$ cat config.mk
export PLATFORM = sky130hd
export DESIGN_NAME = sysreg_i2c_slave
export DESIGN_NICKNAME = d
export VERILOG_FILES = /design/src/rtl/sysreg_pkg.sv /design/src/rtl/sysreg_line_filter.sv /design/src/rtl/sysreg_bus_events.sv /design/src/rtl/sysreg_xfer_fsm.sv /design/src/rtl/sysreg_reg_bank.sv /design/src/rtl/sysreg_i2c_slave.sv
export SDC_FILE = /design/constraint.sdc
export NUM_CORES = 1
export LEC_CHECK = 0
export ABC_AREA = 1
export BUFFER_PORTS_ARGS = -buffer_cell sky130_fd_sc_hd__buf_2
export CAP_MARGIN = 5
export CORE_MARGIN = 2
export CORE_UTILIZATION = 30
export DETAILED_ROUTE_END_ITERATION = 8
export REMOVE_ABC_BUFFERS = 1
export SKIP_CTS_REPAIR_TIMING = 1
export SLEW_MARGIN = 10
export SYNTH_ARGS = -nofsm -noshare
export SYNTH_HDL_FRONTEND = slang
export SYNTH_SLANG_ARGS = --single-unit
$ cat constraint.sdc
create_clock -name clk -period 2.7 [get_ports clk]
set_input_delay 0.405 -clock clk [delete_from_list [all_inputs] [get_ports clk]]
set_output_delay 0.405 -clock clk [all_outputs]
set_load 0.02 [all_outputs]
$ cat src/rtl/sysreg_pkg.sv
// Shared constants and types for the embedded-select register slave.
// Assumes eight registers of five payload bits and three select bits per byte.
package sysreg_pkg;
    localparam int BYTE_W    = 8;
    localparam int SEL_W     = 3;
    localparam int PAY_W     = BYTE_W - SEL_W;
    localparam int REG_COUNT = 1 << SEL_W;
    localparam logic [SEL_W-1:0] STAT_A_IDX = 3'd0;
    localparam logic [SEL_W-1:0] STAT_B_IDX = 3'd4;

    typedef enum logic [1:0] {
        ST_IDLE,
        ST_ADDR,
        ST_WRITE,
        ST_READ
    } xfer_state_t;
endpackage

$ cat src/rtl/sysreg_line_filter.sv
// Two-flop synchronizer plus stability filter for one open-drain bus line.
// The output follows the input only after FILT_LEN consecutive samples differ
// from it, so shorter spikes are dropped. Resets to the idle-high level.
module sysreg_line_filter #(
    parameter int FILT_LEN = 3
) (
    input  logic clk,
    input  logic rst_n,
    input  logic line_i,
    output logic line_o
);
    localparam int CW = $clog2(FILT_LEN + 1);

    logic [1:0]    sync_q;
    logic [CW-1:0] cnt_q;

    // Synchronize the raw line and accept a new level once it has held long enough.
    always_ff @(posedge clk) begin
        if (!rst_n) begin
            sync_q <= 2'b11;
            cnt_q  <= '0;
            line_o <= 1'b1;
        end else begin
            sync_q <= {sync_q[0], line_i};
            if (sync_q[1] == line_o) begin
                cnt_q <= '0;
            end else if (cnt_q == CW'(FILT_LEN - 1)) begin
                line_o <= sync_q[1];
                cnt_q  <= '0;
            end else begin
                cnt_q <= cnt_q + 1'b1;
            end
        end
    end

    // a change of the filtered level was preceded by at least two samples at that level.
    p_glitch_reject_r9: assert property (@(posedge clk) disable iff (!rst_n)
        !$stable(line_o) |-> ($past(sync_q[1], 1) == line_o && $past(sync_q[1], 2) == line_o));
endmodule

$ cat src/rtl/sysreg_bus_events.sv
// Edge and condition detector on the filtered bus lines.
// Produces one-cycle pulses for SCL rise/fall, START and STOP.
// Assumes both inputs are already synchronous to clk.
module sysreg_bus_events (
    input  logic clk,
    input  logic rst_n,
    input  logic scl_f,
    input  logic sda_f,
    output logic scl_rise,
    output logic scl_fall,
    output logic start_ev,
    output logic stop_ev
);
    logic scl_q, sda_q;

    // Remember the previous filtered levels.
    always_ff @(posedge clk) begin
        if (!rst_n) begin
            scl_q <= 1'b1;
            sda_q <= 1'b1;
        end else begin
            scl_q <= scl_f;
            sda_q <= sda_f;
        end
    end

    // Decode edges and bus conditions from previous versus current levels.
    always_comb begin
        scl_rise = !scl_q && scl_f;
        scl_fall = scl_q && !scl_f;
        start_ev = scl_q && scl_f && sda_q && !sda_f;
        stop_ev  = scl_q && scl_f && !sda_q && sda_f;
    end
endmodule

$ cat src/rtl/sysreg_xfer_fsm.sv
// Byte-level transfer engine: address match, write bytes, read bytes, ACK.
// Samples SDA on SCL rise and updates its SDA drive on SCL fall.
// Assumes event pulses from sysreg_bus_events and a combinational read port.
module sysreg_xfer_fsm
    import sysreg_pkg::*;
#(
    parameter logic [5:0] ADDR_HI = 6'b000100
) (
    input  logic                clk,
    input  logic                rst_n,
    input  logic                scl_rise,
    input  logic                scl_fall,
    input  logic                start_ev,
    input  logic                stop_ev,
    input  logic                sda_f,
    input  logic                pwr_ok,
    input  logic [BYTE_W-1:0]   rd_byte,
    output logic [SEL_W-1:0]    rd_idx,
    output logic                wr_en,
    output logic [BYTE_W-1:0]   wr_byte,
    output logic                sda_oe
);
    xfer_state_t        state_q;
    logic [3:0]         bcnt_q;
    logic [BYTE_W-1:0]  rx_q;
    logic [BYTE_W-1:0]  tx_q;
    logic               in_ack_q;
    logic               mack_n_q;
    logic [SEL_W-1:0]   ptr_q;

    // Next register to be read is one past the last one sent.
    assign rd_idx = ptr_q + 1'b1;

    // Transfer sequencing: START/STOP handling, bit shifting and acknowledge.
    always_ff @(posedge clk) begin
        if (!rst_n) begin
            state_q  <= ST_IDLE;
            bcnt_q   <= '0;
            rx_q     <= '0;
            tx_q     <= '0;
            in_ack_q <= 1'b0;
            mack_n_q <= 1'b1;
            ptr_q    <= '1;
            wr_en    <= 1'b0;
            wr_byte  <= '0;
            sda_oe   <= 1'b0;
        end else begin
            wr_en <= 1'b0;
            if (start_ev) begin
                state_q  <= ST_ADDR;
                bcnt_q   <= '0;
                in_ack_q <= 1'b0;
                sda_oe   <= 1'b0;
            end else if (stop_ev) begin
                state_q  <= ST_IDLE;
                in_ack_q <= 1'b0;
                sda_oe   <= 1'b0;
            end else if (state_q != ST_IDLE) begin
                if (scl_rise) begin
                    if (bcnt_q == 4'd8) begin
                        bcnt_q   <= '0;
                        mack_n_q <= sda_f;
                    end else begin
                        bcnt_q <= bcnt_q + 1'b1;
                        rx_q   <= {rx_q[BYTE_W-2:0], sda_f};
                    end
                end else if (scl_fall) begin
                    if (in_ack_q) begin
                        in_ack_q <= 1'b0;
                        if (state_q == ST_READ && !mack_n_q) begin
                            tx_q   <= {rd_byte[BYTE_W-2:0], 1'b0};
                            ptr_q  <= rd_idx;
                            sda_oe <= !rd_byte[BYTE_W-1];
                        end else if (state_q == ST_READ) begin
                            state_q <= ST_IDLE;
                            sda_oe  <= 1'b0;
                        end else begin
                            sda_oe <= 1'b0;
                        end
                    end else if (bcnt_q == 4'd8) begin
                        case (state_q)
                            ST_ADDR: begin
                                if (rx_q[7:2] == ADDR_HI && pwr_ok) begin
                                    in_ack_q <= 1'b1;
                                    sda_oe   <= 1'b1;
                                    state_q  <= rx_q[0] ? ST_READ : ST_WRITE;
                                    ptr_q    <= '1;
                                    mack_n_q <= 1'b0;
                                end else begin
                                    state_q <= ST_IDLE;
                                end
                            end
                            ST_WRITE: begin
                                if (pwr_ok) begin
                                    in_ack_q <= 1'b1;
                                    sda_oe   <= 1'b1;
                                    wr_en    <= 1'b1;
                                    wr_byte  <= rx_q;
                                end else begin
                                    state_q <= ST_IDLE;
                                end
                            end
                            default: begin
                                in_ack_q <= 1'b1;
                                sda_oe   <= 1'b0;
                            end
                        endcase
                    end else if (state_q == ST_READ) begin
                        tx_q   <= {tx_q[BYTE_W-2:0], 1'b0};
                        sda_oe <= !tx_q[BYTE_W-1];
                    end
                end
            end
        end
    end

    // the slave acknowledge is only raised when supply-good was high.
    p_ack_needs_power_r2: assert property (@(posedge clk) disable iff (!rst_n)
        ($rose(sda_oe) && in_ack_q) |-> $past(pwr_ok));
    // an idle slave never pulls SDA.
    p_idle_quiet_r7: assert property (@(posedge clk) disable iff (!rst_n)
        (state_q == ST_IDLE) |-> !sda_oe);
    // a START always restarts address reception from bit zero.
    p_start_restarts_r7: assert property (@(posedge clk) disable iff (!rst_n)
        start_ev |=> (state_q == ST_ADDR && bcnt_q == 4'd0 && !sda_oe));
    // at most one register write per received byte.
    p_one_write_per_byte_r3: assert property (@(posedge clk) disable iff (!rst_n)
        wr_en |=> !wr_en);
endmodule

$ cat src/rtl/sysreg_reg_bank.sv
// Eight five-bit registers written by select-tagged bytes, with a read port
// that returns {select, payload}. Slots STAT_A_IDX and STAT_B_IDX are
// read-only and reflect live status inputs (assumed synchronous to clk).
module sysreg_reg_bank
    import sysreg_pkg::*;
(
    input  logic                      clk,
    input  logic                      rst_n,
    input  logic                      wr_en,
    input  logic [BYTE_W-1:0]         wr_byte,
    input  logic [SEL_W-1:0]          rd_idx,
    input  logic [PAY_W-1:0]          stat_a_i,
    input  logic [PAY_W-2:0]          stat_b_i,
    output logic [BYTE_W-1:0]         rd_byte,
    output logic [REG_COUNT*PAY_W-1:0] cfg_o
);
    logic [SEL_W-1:0] wr_sel;
    logic [PAY_W-1:0] rd_pay;

    assign wr_sel = wr_byte[BYTE_W-1 -: SEL_W];

    for (genvar gr = 0; gr < REG_COUNT; gr++) begin : g_slot
        if (SEL_W'(gr) == STAT_A_IDX || SEL_W'(gr) == STAT_B_IDX) begin : g_ro
            assign cfg_o[gr*PAY_W +: PAY_W] = '0;
        end else begin : g_rw
            logic [PAY_W-1:0] q;
            // Store the payload when a byte selects this slot.
            always_ff @(posedge clk) begin
                if (!rst_n) begin
                    q <= '0;
                end else if (wr_en && wr_sel == SEL_W'(gr)) begin
                    q <= wr_byte[PAY_W-1:0];
                end
            end
            assign cfg_o[gr*PAY_W +: PAY_W] = q;
        end
    end

    // Read mux: status slots show live flags, others their stored payload.
    always_comb begin
        if (rd_idx == STAT_A_IDX) begin
            rd_pay = stat_a_i;
        end else if (rd_idx == STAT_B_IDX) begin
            rd_pay = {1'b0, stat_b_i};
        end else begin
            rd_pay = cfg_o[rd_idx*PAY_W +: PAY_W];
        end
        rd_byte = {rd_idx, rd_pay};
    end

    // a write to a writable slot shows up in that slot one cycle later.
    p_write_lands_r3: assert property (@(posedge clk) disable iff (!rst_n)
        (wr_en && wr_sel != STAT_A_IDX && wr_sel != STAT_B_IDX)
        |=> cfg_o[$past(wr_sel)*PAY_W +: PAY_W] == $past(wr_byte[PAY_W-1:0]));
    // a write to a status slot leaves every output slot unchanged.
    p_status_write_ignored_r4: assert property (@(posedge clk) disable iff (!rst_n)
        (wr_en && (wr_sel == STAT_A_IDX || wr_sel == STAT_B_IDX)) |=> $stable(cfg_o));
endmodule

$ cat src/rtl/sysreg_i2c_slave.sv
// Top of the embedded-select register slave: line filters, bus event decode,
// transfer engine and register bank. Assumes clk is at least ~20x the SCL rate
// so that the filter latency fits inside the SCL low phase.
module sysreg_i2c_slave
    import sysreg_pkg::*;
#(
    parameter int         FILT_LEN = 3,
    parameter logic [5:0] ADDR_HI  = 6'b000100
) (
    input  logic         clk,
    input  logic         rst_n,
    input  logic         scl_i,
    input  logic         sda_i,
    output logic         sda_oe,
    input  logic         pwr_ok,
    input  logic [4:0]   stat_a_i,
    input  logic [3:0]   stat_b_i,
    output logic [39:0]  cfg_o
);
    localparam int NLINES = 2;

    logic [NLINES-1:0] raw_lines, filt_lines;
    logic scl_f, sda_f;
    logic scl_rise, scl_fall, start_ev, stop_ev;
    logic [SEL_W-1:0]  rd_idx;
    logic [BYTE_W-1:0] rd_byte, wr_byte;
    logic              wr_en;

    assign raw_lines = {scl_i, sda_i};
    assign sda_f     = filt_lines[0];
    assign scl_f     = filt_lines[1];

    for (genvar gl = 0; gl < NLINES; gl++) begin : g_filt
        sysreg_line_filter #(.FILT_LEN(FILT_LEN)) u_filt (
            .clk    (clk),
            .rst_n  (rst_n),
            .line_i (raw_lines[gl]),
            .line_o (filt_lines[gl])
        );
    end

    sysreg_bus_events u_evt (
        .clk      (clk),
        .rst_n    (rst_n),
        .scl_f    (scl_f),
        .sda_f    (sda_f),
        .scl_rise (scl_rise),
        .scl_fall (scl_fall),
        .start_ev (start_ev),
        .stop_ev  (stop_ev)
    );

    sysreg_xfer_fsm #(.ADDR_HI(ADDR_HI)) u_fsm (
        .clk      (clk),
        .rst_n    (rst_n),
        .scl_rise (scl_rise),
        .scl_fall (scl_fall),
        .start_ev (start_ev),
        .stop_ev  (stop_ev),
        .sda_f    (sda_f),
        .pwr_ok   (pwr_ok),
        .rd_byte  (rd_byte),
        .rd_idx   (rd_idx),
        .wr_en    (wr_en),
        .wr_byte  (wr_byte),
        .sda_oe   (sda_oe)
    );

    sysreg_reg_bank u_bank (
        .clk      (clk),
        .rst_n    (rst_n),
        .wr_en    (wr_en),
        .wr_byte  (wr_byte),
        .rd_idx   (rd_idx),
        .stat_a_i (stat_a_i),
        .stat_b_i (stat_b_i),
        .rd_byte  (rd_byte),
        .cfg_o    (cfg_o)
    );

    // the SDA drive only moves while the filtered clock is low.
    p_sda_scl_low_r8: assert property (@(posedge clk) disable iff (!rst_n)
        !$stable(sda_oe) |-> !scl_f);
    // a reset cycle leaves SDA released and all register slots cleared.
    p_reset_quiet_r6: assert property (@(posedge clk)
        !rst_n |=> (!sda_oe && cfg_o == '0));
endmodule

==> flow_metrics.tcl, run 1 <==
set metrics [dict create \
    wl_met1_mm 3.97 \
    drive_gt1_frac 0.146 \
    p_leak_nw 1.92 \
    r2r_slack_ns 0.59 \
    antenna_left 0 \
    r2r_cells 8 \
    r2r_end "u_fsm.wr_byte[6]" \
    ys_seq_area_frac 0.420 \
    slew_viol_final 0 \
    cts_buffers 9 \
    rsz0062_at_grt "no" \
    antenna_found_initial 0 \
    route.detailed.drc 0 \
    rows 40 \
    period_minus_slack_ns 2.11 \
    hold_path.class "primary input to register" \
    cts_max_path_buffers 2 \
    viasPerCell 4.61 \
    finalSetupTns_ns 0 \
    worstSetupStartpointType "register" \
    finClkSkew_ns 0.00850 \
    layout.nets 584 \
    dr.max_layer_used "met4" \
    synth_enable_flop_cells 0 \
    cts_tree "built" \
    hold_end "g_filt[1].u_filt.sync_q[0]" \
    cts_max_level 3 \
    track_usage 0.134 \
    finalCritPeriodShare 0.780 \
    clk_pin_slew_ns 0.07 \
    hold_violations 0 \
    cp.required_ns 2.91 \
    synthFlopType "dfxtp_1" \
    place.gp.congestion 0.862 \
    syn_to_final_growth_pct 17.5 \
    yosysWarnings 0 \
    synth_top_area_cell "dfxtp_1" \
    cts-root-buf "clkbuf_16" \
    holdCritStartpoint "scl_i" \
    cap_violations 0 \
    syn_area_per_cell_um2 7.19 \
    synth_top_area_frac 0.420 \
    hpwl_mm 6.40 \
    p_total_mw 2.55 \
    synthMostInstantiatedCell "nand2_1" \
    cts_sinks 78 \
    synth_area_leaders "dfxtp_1 (42%), nand2_1 (12%), a21oi_1 (8.3%)" \
    first_pass_iters 4 \
    grt_pass1_vias 3067 \
    ys_ff_latch 78 \
    cp-end-kind "register" \
    syn_area_mm2 0.00372 \
    async_reset_ff_frac 0 \
    wl_mm 8.70 \
    wl_met2_mm 4.06 \
    grt-ovfl-total 0 \
    power_density_mw_per_mm2 584 \
    ys_types 33 \
    vdd_drop_max_uv 465 \
    initial_core_util 0.308 \
    die_w_um 115 \
    yosys-top-cells-count "nand2_1 (115), dfxtp_1 (78), nor2_1 (64)" \
    core_mm2 0.0121 \
    final_core_util 0.362 \
    grt_pass1_wl_mm 14.2 \
    port_buffers 44 \
    route.met3.wl_um 523 \
    die_h_um 115 \
    clkLatencyLatePin_ns 0.34 \
    worst-endpoint-arrival_ns 2.32 \
    max_freq_mhz 475 \
    grt_max_degree 37 \
    worstHoldPathCells 2 \
    r2r_start "u_fsm.state_q[0]" \
    wire_per_inst_um 11.9 \
    finalSetupViolCount 0 \
    io_pins 55 \
    outcome "finished clean" \
    drtIter0Drc 240 \
    worst_slew_pin_slew_ns 0.716 \
    relSlewSlack 0.521 \
    postSynthCellCount 517 \
    die-area_mm2 0.0133 \
    path_max_fanout 16 \
    critPathKind "register to register" \
    num_vias 3367 \
]
## logic make-up (layout without fill, tap and decap cells)
family,count (synthesis),count (layout),synth area share
and+or+nand+nor,221,221,0.264
other,1,11,0.00101
adders and majority gates,13,13,0.0437
xor gates and xnor gates,2,2,0.00471
buffers and inverters,75,111,0.0915
DFF,78,78,0.420
AOI/OAI and AO/OA,127,127,0.175
## flip-flops by register name, summed over array words and instances (netlist names)
name	cells
u_bank.g_slot.g_rw.q	30
u_fsm.rx_q	8
u_fsm.wr_byte	8
u_fsm.tx_q	7
g_filt.u_filt.cnt_q	4
g_filt.u_filt.sync_q	4
u_fsm.bcnt_q	4
u_fsm.ptr_q	3
g_filt.u_filt.line_o	2
u_fsm.state_q	2
u_evt.scl_q	1
u_evt.sda_q	1
u_fsm.in_ack_q	1
u_fsm.mack_n_q	1
u_fsm.sda_oe	1
u_fsm.wr_en	1
## through the flow
stage	instance area, um^2	cells	worst slack (ns)	hold slack, ns
2_1_floorplan	3600	501	0.988	0.393
3_3_place_gp	4040	714	0.691	0.397
3_5_place_dp	4040	714	0.630	0.401
4_1_cts	4370	730	0.588	0.237
5_1_grt	4370	730	0.388	0.244
6_report	4370	731	0.594	0.250
## worst max-delay path, cell delays in order, from the launching register on
cell and delay [ns]:
dfxtp_1 0.36, inv_1 0.09, ha_1 0.23, nor2_2 0.21, nand2_1 0.12, nor2_1 0.10
nand4_1 0.42, o21ai_0 0.39, a21oi_1 0.07
## area by class of cell
class / count / area [um^2]
Clock inverter: 7 / 103
Clock buffer: 9 / 225
Antenna cell: 1 / 2.50
Timing Repair Buffer: 45 / 228
Inverter: 50 / 188
Sequential cell: 78 / 1560
Fill cell: 1272 / 7690
Multi-Input combinational cell: 373 / 1850
Tap cell: 168 / 210
## layer usage
layer | global-route usage | up-vias
li1 | - | 1739
met5 | 0 | -
met2 | 0.230 | 88
met4 | 0.0490 | 0
met3 | 0.0332 | 15
met1 | 0.161 | 1525
## cell usage in the layout, fill, tap and decap left out, types with 3 or more instances in the layout
master,netlist,layout
nand2_1,115,115
a21oi_1,62,62
nor2_4,3,3
inv_2,3,3
inv_1,47,47
or2_2,4,4
clkbuf_16,0,9
o21ai_0,58,58
nor2_1,64,64
inv_6,0,3
ha_1,13,13
dfxtp_1,78,78
conb_1,1,10
nand3_2,3,3
buf_2,5,44
nand3_1,18,18
## how the worst max path moves through the flow
stage                           from                to  slack [ns]
floorplan           u_fsm.state_q[0]  u_fsm.wr_byte[0]        0.99
global placement    u_fsm.state_q[0]  u_fsm.wr_byte[2]        0.69
detailed placement  u_fsm.state_q[0]  u_fsm.wr_byte[2]        0.63
CTS                 u_fsm.state_q[0]  u_fsm.wr_byte[6]        0.59
global route        u_fsm.state_q[0]  u_fsm.wr_byte[6]        0.39
finish              u_fsm.state_q[0]  u_fsm.wr_byte[6]        0.59
## power breakdown
part           total (mW)  leakage, nW  switching [mW]  internal, mW
Combinational      0.0597         1.13          0.0417        0.0181
Clock                1.33        0.163           0.511         0.824
Sequential           1.16        0.629         0.00192          1.15
Total                2.55         1.92           0.554          2.00
(Power assumes the default switching activity.)
==> run 2, diff against run 1 <==
==> constraint.sdc (replaced) <==
create_clock -name clk -period 2.15 [get_ports clk]
set_input_delay 0.3225 -clock clk [delete_from_list [all_inputs] [get_ports clk]]
set_output_delay 0.3225 -clock clk [all_outputs]
set_load 0.02 [all_outputs]
==> run 2 against run 1 <==
Effect of this change: total power increased by 15%; critical path depth increased by 1; maximum frequency increased by 15%; sequential power increased by 25%; core utilization decreased by 0.22 points; flip-flop and latch count unchanged; final cell count increased by 0.41%; largest cell class unchanged.
==> flow_metrics.tcl, run 2 (synthesized netlist as in run 1, its figures left out) <==
set metrics [dict create \
    outcome "finished clean" \
    p_leak_nw 1.91 \
    cts_sinks 78 \
    cts-root-buf "clkbuf_16" \
    finalSetupTns_ns 0 \
    wl_mm 8.97 \
    crit_family "adder cells" \
    hold_end "g_filt[0].u_filt.sync_q[0]" \
    path_buf_inv 1 \
    whs_ns 0.163 \
    cts_buffers 9 \
    rows 40 \
    initial_core_util 0.308 \
    cpPeakStageDelay_ns 0.52 \
    syn_to_final_growth_pct 16.8 \
    slew_viol_final 0 \
    drtIter0Drc 213 \
    hold_path.class "primary input to register" \
    worstSetupStartpointType "register" \
    worst-endpoint-arrival_ns 2.09 \
    clkLatencyLatePin_ns 0.34 \
    route.detailed.drc 0 \
    worst_slew_pin_slew_ns 0.743 \
    path_max_fanout 12 \
    final_core_util 0.360 \
    largest_register_ff_count 30 \
    cpMostUsedCell "nand2_1" \
    cp.depth 9 \
    io_pins 55 \
    final_cell_mix "nand2_1 (115), dfxtp_1 (78), nor2_1 (64), a21oi_1 (62), o21ai_0 (58)" \
    reg.largest.list "u_bank.g_slot.g_rw.q x30, u_fsm.rx_q x8, u_fsm.wr_byte x8" \
    critPathKind "register to register" \
    hold_violations 0 \
    viasPerCell 4.62 \
    rsz0062_at_grt "no" \
    diodes 0 \
    core_mm2 0.0121 \
    die-area_mm2 0.0133 \
    place.gp.congestion 0.824 \
    r2r_cells 9 \
    layout_commonest_cell "nand2_1" \
    wire_per_inst_um 12.2 \
    grt-ovfl-total 0 \
    clk_pin_slew_ns 0.06 \
    cp-end-kind "register" \
    r2r_slack_ns 0.33 \
    cp_cell_sequence "ha_1 -> inv_1 -> a21oi_1 -> nand2_1 -> nor2_1 -> nand2_1 -> nand2_1 -> nand2_1 -> a21oi_1" \
    cts_max_path_buffers 2 \
    finalSetupViolCount 0 \
    layout.nets 588 \
    port_buffers 44 \
    cp.required_ns 2.42 \
    die_h_um 115 \
    dp_slack_ns 0.342 \
    r2r_end "u_fsm.tx_q[2]" \
    cts_max_level 3 \
    grt_pass1_vias 3122 \
    finClkSkew_ns 0.0112 \
    cpMaxStageDelayCell "ha_1" \
    holdCritStartpoint "sda_i" \
    relSlewSlack 0.503 \
    power_density_mw_per_mm2 677 \
    die_w_um 115 \
    track_usage 0.141 \
    grt_pass1_wl_mm 14.7 \
    r2r_start "u_fsm.ptr_q[0]" \
    antenna_left 0 \
    cap_violations 0 \
    largest-register "u_bank.g_slot.g_rw.q" \
    worstHoldPathCells 2 \
    vdd_drop_max_uv 309 \
    antenna_found_initial 0 \
    grt_max_degree 21 \
    period_minus_slack_ns 1.82 \
    first_pass_iters 4 \
    cts_tree "built" \
    finalCritPeriodShare 0.848 \
    num_vias 3388 \
    max_freq_mhz 548 \
    hpwl_mm 6.63 \
    drive_gt1_frac 0.150 \
    finalWorstSetupSlack_ns 0.326 \
]
[run 2: changes by cell type in the layout (fill, tap and decap cells not counted), sizes merged]
cell	delta
buf	+4
clkinv	+3
diode	-1
inv	-2
clkbuf	+1
bufinv	-2
[run 2: per-stage QoR]
step	area (um^2)	total power, mW	std cells
global placement	4070	1.56	718
detailed placement	4070	1.56	718
global route	4340	3.04	734
finish	4340	2.94	734
CTS	4340	2.98	734
floorplan	3600	1.53	501
[run 2: final cells by class]
class,instances,area (um^2)
Clock buffer,10,229
Clock inverter,6,45.0
Fill cell,1282,7720
Inverter,50,188
Multi-Input combinational cell,373,1850
Sequential cell,78,1560
Tap cell,168,210
Timing Repair Buffer,49,258
[run 2: worst max path at each step]
stage                          start          endpoint  slack, ns
finish                u_fsm.ptr_q[0]     u_fsm.tx_q[2]       0.33
global route          u_fsm.ptr_q[0]     u_fsm.tx_q[4]       0.08
CTS                   u_fsm.ptr_q[0]     u_fsm.tx_q[3]       0.32
detailed placement    u_fsm.ptr_q[0]     u_fsm.tx_q[3]       0.34
global placement    u_fsm.state_q[0]  u_fsm.wr_byte[0]       0.37
floorplan           u_fsm.state_q[0]  u_fsm.wr_byte[0]       0.44
[run 2: report_power, final]
group,total (mW),internal [mW],switching (mW)
logic,0.0783,0.0239,0.0544
clock network,1.41,0.789,0.619
registers,1.45,1.45,0.00249
[run 2: metal layers]
metal	global-route usage	vias to the layer above	part of all wire
li1	-	1742	-
met1	0.167	1544	0.46
met2	0.241	89	0.46
met3	0.0406	13	0.061
met4	0.0554	0	0.020
met5	0	-	0
